**config.mk**
```make
export PLATFORM = sky130hd
export DESIGN_NAME = pmic_trigger_seq
export DESIGN_NICKNAME = d
export VERILOG_FILES = /design/src/rtl/pmic_trigger_seq.sv
export SDC_FILE = /design/constraint.sdc
export NUM_CORES = 1
export LEC_CHECK = 0
export BUFFER_PORTS_ARGS = -buffer_cell sky130_fd_sc_hd__clkbuf_2
export CORE_MARGIN = 2
export CORE_UTILIZATION = 40
export CTS_CLUSTER_DIAMETER = 80
export DETAILED_ROUTE_END_ITERATION = 12
export GPL_TIMING_DRIVEN = 1
export PLACE_DENSITY_LB_ADDON = 0.05
export SLEW_MARGIN = 20
export SYNTH_ARGS = -nofsm -noshare
export SYNTH_HDL_FRONTEND = slang
export SYNTH_SLANG_ARGS = --single-unit
```
**constraint.sdc**
```tcl
create_clock -name clk -period 4.39 [get_ports clk]
set_clock_uncertainty 0.15 [all_clocks]
set_input_delay 0.6585 -clock clk [delete_from_list [all_inputs] [get_ports clk]]
set_output_delay 0.6585 -clock clk [all_outputs]
set_load 0.005 [all_outputs]
```
**src/rtl/pmic_trigger_seq.sv**
```systemverilog
module pmic_trigger_seq #(
  parameter int unsigned WAIT_MS  = 350,
  parameter int unsigned PULSE_MS = 20
) (
  input  logic       clk,
  input  logic       rst_n,
  input  logic       tick,
  input  logic       start,
  input  logic [1:0] op,
  input  logic       pgood,
  input  logic       key_rb,
  input  logic       ap_rst,
  output logic       key_n,
  output logic       resin_n,
  output logic       done,
  output logic       err,
  output logic       cold_req
);
  localparam int unsigned CMAX = (WAIT_MS > PULSE_MS) ? WAIT_MS : PULSE_MS;
  localparam int unsigned CW   = $clog2(CMAX + 1);
  localparam logic [CW-1:0] WAIT_LAST  = CW'(WAIT_MS - 1);
  localparam logic [CW-1:0] PULSE_LAST = CW'(PULSE_MS - 1);
  localparam logic [1:0] OP_ON = 2'd1, OP_OFF = 2'd2, OP_WARM = 2'd3;

  typedef enum logic [1:0] {S_IDLE, S_HOLD, S_PULSE, S_WATCH} st_t;

  st_t           st;
  logic [CW-1:0] cnt;
  logic          tgt;
  logic          key_q, resin_q, done_q, err_q, cold_q;

  wire want_on = (op == OP_ON);
  wire pwr_cmd = start && (op == OP_ON || op == OP_OFF);

  assign key_n    = key_q;
  assign resin_n  = resin_q;
  assign done     = done_q;
  assign err      = err_q;
  assign cold_req = cold_q;

  always_ff @(posedge clk or negedge rst_n) begin
    if (!rst_n) begin
      st      <= S_IDLE;
      cnt     <= '0;
      tgt     <= 1'b0;
      key_q   <= 1'b1;
      resin_q <= 1'b1;
      done_q  <= 1'b0;
      err_q   <= 1'b0;
      cold_q  <= 1'b0;
    end else begin
      done_q <= 1'b0;
      err_q  <= 1'b0;
      cold_q <= 1'b0;
      unique case (st)
        S_IDLE: begin
          if (pwr_cmd) begin
            if (pgood == want_on) begin
              done_q <= 1'b1;
            end else if (!key_rb) begin
              done_q <= 1'b1;
              err_q  <= 1'b1;
            end else begin
              st      <= S_HOLD;
              tgt     <= want_on;
              cnt     <= '0;
              key_q   <= 1'b0;
              resin_q <= want_on;
            end
          end else if (start && op == OP_WARM) begin
            st      <= S_PULSE;
            cnt     <= '0;
            resin_q <= 1'b0;
          end
        end
        S_HOLD: begin
          if (tick) begin
            if (pgood == tgt) begin
              st      <= S_IDLE;
              key_q   <= 1'b1;
              resin_q <= 1'b1;
              done_q  <= 1'b1;
            end else if (cnt == WAIT_LAST) begin
              st      <= S_IDLE;
              key_q   <= 1'b1;
              resin_q <= 1'b1;
              done_q  <= 1'b1;
              err_q   <= 1'b1;
            end else begin
              cnt <= cnt + 1'b1;
            end
          end
        end
        S_PULSE: begin
          if (tick) begin
            if (cnt == PULSE_LAST) begin
              st      <= S_WATCH;
              cnt     <= '0;
              resin_q <= 1'b1;
            end else begin
              cnt <= cnt + 1'b1;
            end
          end
        end
        S_WATCH: begin
          if (tick) begin
            if (ap_rst) begin
              st     <= S_IDLE;
              done_q <= 1'b1;
            end else if (cnt == WAIT_LAST) begin
              st     <= S_IDLE;
              done_q <= 1'b1;
              err_q  <= 1'b1;
              cold_q <= 1'b1;
            end else begin
              cnt <= cnt + 1'b1;
            end
          end
        end
        default: st <= S_IDLE;
      endcase
    end
  end
endmodule


```
* Word level (Yosys, flattened, before mapping)
Cells that the tools add are included. W data, S select, Z words.
Cells by class: $add $sub $neg 1, equal/unequal tests 23, mux-type cells 55, bitwise logic cells 1, reductions and logical operators 11
Operators with widths (number):
- $mux W9 | 11
- $pmux W9 S4 | 1
- $mux W1 | 27
- $mux W2 | 11
- $ne A2 B2 Y1 const B | 9
- $reduce_and A8 Y1 | 2
- $ne A3 B3 Y1 const B | 4
- $add A9 B1 Y9 const B | 1
- $eq A9 B5 Y1 const B | 1
- $eq A9 B9 Y1 const B | 1
- $pmux W1 S3 | 3
- $eq A2 B2 Y1 const B | 4
- $pmux W2 S4 | 1
- $reduce_and A7 Y1 | 1
- $reduce_and A6 Y1 | 1
- $eq A2 B1 Y1 const B | 2
- $reduce_and A4 Y1 | 1
- $reduce_bool A3 Y1 | 1
- $eq A1 B1 Y1 | 2
- $logic_and A1 B1 Y1 | 2
- $logic_not A2 Y1 | 1
- $pmux W1 S2 | 1
- $reduce_bool A2 Y1 | 1
- $logic_or A1 B1 Y1 | 1
- $not A1 Y1 | 1
Word-level totals: register bits after elaboration 17, output and inout bits 5, logic and storage cells 99

* Depth between registers and ports, before layout
depth in word-level cells 5, depth in mapped cells 9, gate-level depth less buffers 7

* Worst setup path after synthesis
No wires, ideal clock.
kind in2reg, start input port op[1], end register cnt[0], setup time 0.128 ns, arrival time 2.153 ns, data required time 4.112 ns, setup slack 1.959 ns, stages 7, buffers on the path 1, cell sequence inv_1 > ha_1 > xor2_1 > a311oi_1 > buf_2 > nor2_1 > mux2_1
On the way: longest elaborated chain between the ends 5, elaborated cells between the ends (all ways) 13, classes of those cells eq/ne (7); mux (2); reduce/logical (4)
Ends and longest elaborated chain:
- start, declared | line 9 | input logic [1:0] op,
- $eq A2 B1 Y1 (*) | line 32 | wire want_on = (op == OP_ON);
- via want_on | line 32
- $logic_or A1 B1 Y1 | line 33 | wire pwr_cmd = start && (op == OP_ON || op == OP_OFF);
- $logic_and A1 B1 Y1 | line 33
- $ne A3 B3 Y1 (no source line) or $mux W9 (tied branches)
- $reduce_and A8 Y1 (no source line) or $pmux W9 S4 (tied branches)
- end signal, assigned | line 90 | cnt <= cnt + 1'b1;
- end signal, assigned | line 101 | cnt <= cnt + 1'b1;
- end signal, assigned | line 116 | cnt <= cnt + 1'b1;
- end, declared | line 28 | logic [CW-1:0] cnt;
The timed path passes the listed nets; every way through them passes the cells marked *. A chain may end at the register's enable or synchronous reset.

* Worst setup path in the final report
start register st[0], end register cnt[7]
On the way: longest elaborated chain between the ends 3, elaborated cells between the ends (all ways) 14, classes of those cells eq/ne (11); mux (1); reduce/logical (2)
Ends and longest elaborated chain:
- start, declared | line 27 | st_t st;
- start signal, assigned | line 43 | st <= S_IDLE;
- start signal, assigned | line 64 | st <= S_HOLD;
- start signal, assigned | line 71 | st <= S_PULSE;
- $eq A2 B1 Y1, or another cell as far along | line 55 | unique case (st)
- $ne A2 B2 Y1 (no source line) or $ne A3 B3 Y1 (tied branches)
- $reduce_and A8 Y1 (no source line)
Several ways; a longest one is shown, not always the timed one.

==> run_results.csv <==
group,metric,value,unit
status,status,"complete, no violations",
sta,min_period_over_period,0.565,
pwr,cellPowerDensity,508,mW/mm²
global_routing,grt_pass1_vias,1014,
critical_path,crit_path_max_fanout,10,
floorplanning,dieHeight,60.0,µm
sta,fin_setup_tns,0,ns
floorplanning,rows,20,
global_routing,grt_use_met1,0.284,
clocking,hold_buffers,0,
placement,dpl_cell_area,0.00135,mm²
route,viasPerCell,5.50,
finish,area_growth,9.77,%
sta,hold_violations,0,
placement,dp.cells,191,
placement,place_congestion,0.817,
floorplanning,die_width,60.0,µm
floorplanning,core_area,0.00303,mm²
global_routing,grt.busiest_layer,"met1",
sta,tightest_slew,0.740,ns
clocking,numCtsBuffers,3,
clocking,clock_latency,0.30,ns
clocking,cts_tree,"done",
critical_path,end_kind,"flop",
floorplanning,dieArea,0.00360,mm²
finish,final_common_cell,"dfrtp_1",
clocking,clkTransAtPathRegs,0.11,ns
sta,slew_violations,0,
placement,io_buffer_count,13,
worst_hold_path,hold_class,"in2async",
clocking,cts_sinks,17,
critical_path,path_class,"reg2reg",
route,dr.pass1.iters,4,
critical_path,critPathLaunchType,"flop",
global_routing,globalRouteTotalUtil,0.186,
floorplanning,start_util,0.414,
synthesis,syn_inst,138,
finish,drive_gt1_frac,0.172,
synthesis,synth-seq-cells,17,
route,drt-total-wl,2850,µm
clocking,htree_num_levels,1,
sta,slew_headroom,0.500,
finish,finalNonFillerCells,195,
critical_path,path_cells,"inv_1 > ha_1 > nor2b_1 > nand2b_1 > a221o_1 > nor3b_2 > a22o_1",
finish,final_area,0.00138,mm²
sta,fin_crit,2.48,ns
synthesis,ys_warn_count,0,
placement,dp_hpwl,2110,µm
clocking,cts_max_path_buffers,2,
global_routing,met3_usage,0.0260,
pwr,fin_total_pwr,0.700,mW
critical_path,worstPathRequired,4.48,ns
synthesis,avgSynthCellArea,9.09,µm²
sta,max_freq,0.403,GHz
finish,fin_nets,170,
synthesis,netlist_area,0.00125,mm²
sta,grt_setup_unrepaired,"false",
global_routing,grt_max_degree,18,
finish,antenna_cells,0,
route,ant_nets,0,
finish,final_cell_mix,"dfrtp_1 (15), nor2_1 (13), clkbuf_2 (13), nand2_1 (11)",
global_routing,grt_pass1_wl,4950,µm
route,vias,1073,
critical_path,arrival,2.57,ns
clocking,postCtsSetupBuffers,0,
floorplanning,ios,14,
route,routedWlPerCell,14.6,µm
synthesis,yosysSeqAreaShare,0.341,
route,drt-initial-drc-count,29,
critical_path,crit_slowest_cell,"nor3b_2",
global_routing,grt_overflow,0,
clocking,clockRootBuffer,"clkbuf_4",
pwr,vdd_drop_max,0.265,mV
global_routing,grt_antenna_before_repair,0,
clocking,cts_resized,0,
run,max_cap_viol_count,0,
pwr,p_leak,0.624,nW
sta,setup_viol,0,
synthesis,synth.distinct_cells,46,
synthesis,synth_nets,156,
critical_path,critPathMaxStageDelay,0.44,ns
route,drc,0,
global_routing,use_met2,0.262,
==> final timing paths <==
| path | startpoint | end | slack (ns) | depth (start not counted) |
|---|---|---|---|---|
| max | st[0]$_DFFE_PN0P_ | cnt[7]$_DFFE_PN0P_ | 1.91 | 7 |
| min | rst_n | done$_DFF_PN0_ | 0.13 | 1 |
| max reg2reg | st[0]$_DFFE_PN0P_ | cnt[7]$_DFFE_PN0P_ | 1.91 | 7 |
| min reg2reg | resin_n$_DFFE_PN1P_ | resin_n$_DFFE_PN1P_ | 0.37 | 2 |
| max in group asynchronous | rst_n | resin_n$_DFFE_PN1P_ | 3.62 | 1 |
| min in group clk | resin_n$_DFFE_PN1P_ | resin_n$_DFFE_PN1P_ | 0.37 | 2 |
==> registers in the layout, summed over array words and instances (netlist names) <==
name and count:
cold_req 1, resin_n 1, done 1, key_n 1
cnt 9, err 1, tgt 1, st 2
==> cell usage after synthesis, drive strengths merged <==
cell	n	area (µm²)
a211o	7	61.3
a211oi	1	7.51
a21boi	1	7.51
a21o	1	7.51
a21oi	8	51.3
a221o	1	10.0
a22o	7	61.3
a311oi	1	8.76
a31oi	3	18.8
and2	1	6.26
and3	1	6.26
buf	4	26.3
clkbuf	1	5.00
dfrtp	15	375
dfstp	2	52.6
ha	9	113
inv	9	33.8
mux2	1	11.3
nand2	11	41.3
nand2b	4	25.0
nand3	4	20.0
nand4	3	18.8
nor2	14	60.1
nor2b	2	12.5
nor3b	2	20.0
nor4	1	6.26
o21a	1	7.51
o21ai	6	41.3
o21bai	1	7.51
o221ai	1	8.76
o22a	1	8.76
o22ai	1	6.26
o31ai	1	7.51
o41ai	2	17.5
or2	3	18.8
or3	2	12.5
or4b	3	33.8
xor2	2	17.5
==> stage by stage <==
stage / hold slack (ns) / utilization / worst slack, ns
after floorplan: 0.213 / - / 1.96
after global placement: 0.349 / 0.446 / 1.92
after detailed placement: 0.352 / 0.446 / 1.85
after CTS: 0.146 / 0.455 / 1.92
after global routing: 0.145 / 0.455 / 1.72
final: 0.134 / 0.455 / 1.91
==> layer usage <==
layer,part of all wire,up-vias
li1,-,539
met1,0.53,501
met2,0.42,29
met3,0.042,4
met4,0.011,0
met5,0,-
==> power by group <==
group | total [mW] | leakage [nW] | switching (mW) | internal (mW)
combinational | 0.409 | 0.388 | 0.237 | 0.172
clock | 0.0884 | 0.0150 | 0.0530 | 0.0354
sequential | 0.203 | 0.221 | 0.0198 | 0.183
==> critical path: cells and delay by family, from the launching register on <==
kind                     cells  cell delay (ns)
AND/OR/NAND/NOR              3             0.77
AO/OA/AOI/OAI                2             0.64
flip-flops                   1             0.43
adder cells (fa/ha/maj)      1             0.32
buffers and inverters        1             0.12
==> cell families (layout without fill, tap and decap cells) <==
group / Yosys count / count (layout) / synth area share
AOI/OAI and AO/OA: 44 / 44 / 0.270
buffers and inverters: 14 / 27 / 0.0518
DFF: 17 / 17 / 0.341
adders and majority gates: 9 / 9 / 0.0897
and+or+nand+nor: 51 / 51 / 0.224
xor gates and xnor gates: 2 / 2 / 0.0140
muxes: 1 / 1 / 0.00897
==> area by class of cell <==
cell class	instances	area (µm²)
well taps	44	55.1
clock buffers	4	26.3
flip-flops and latches	17	428
repair buffers	14	72.6
inverters	9	33.8
multi-input cells	107	762
fillers	299	1650
No activity file was read; power rests on OpenSTA's default activity.
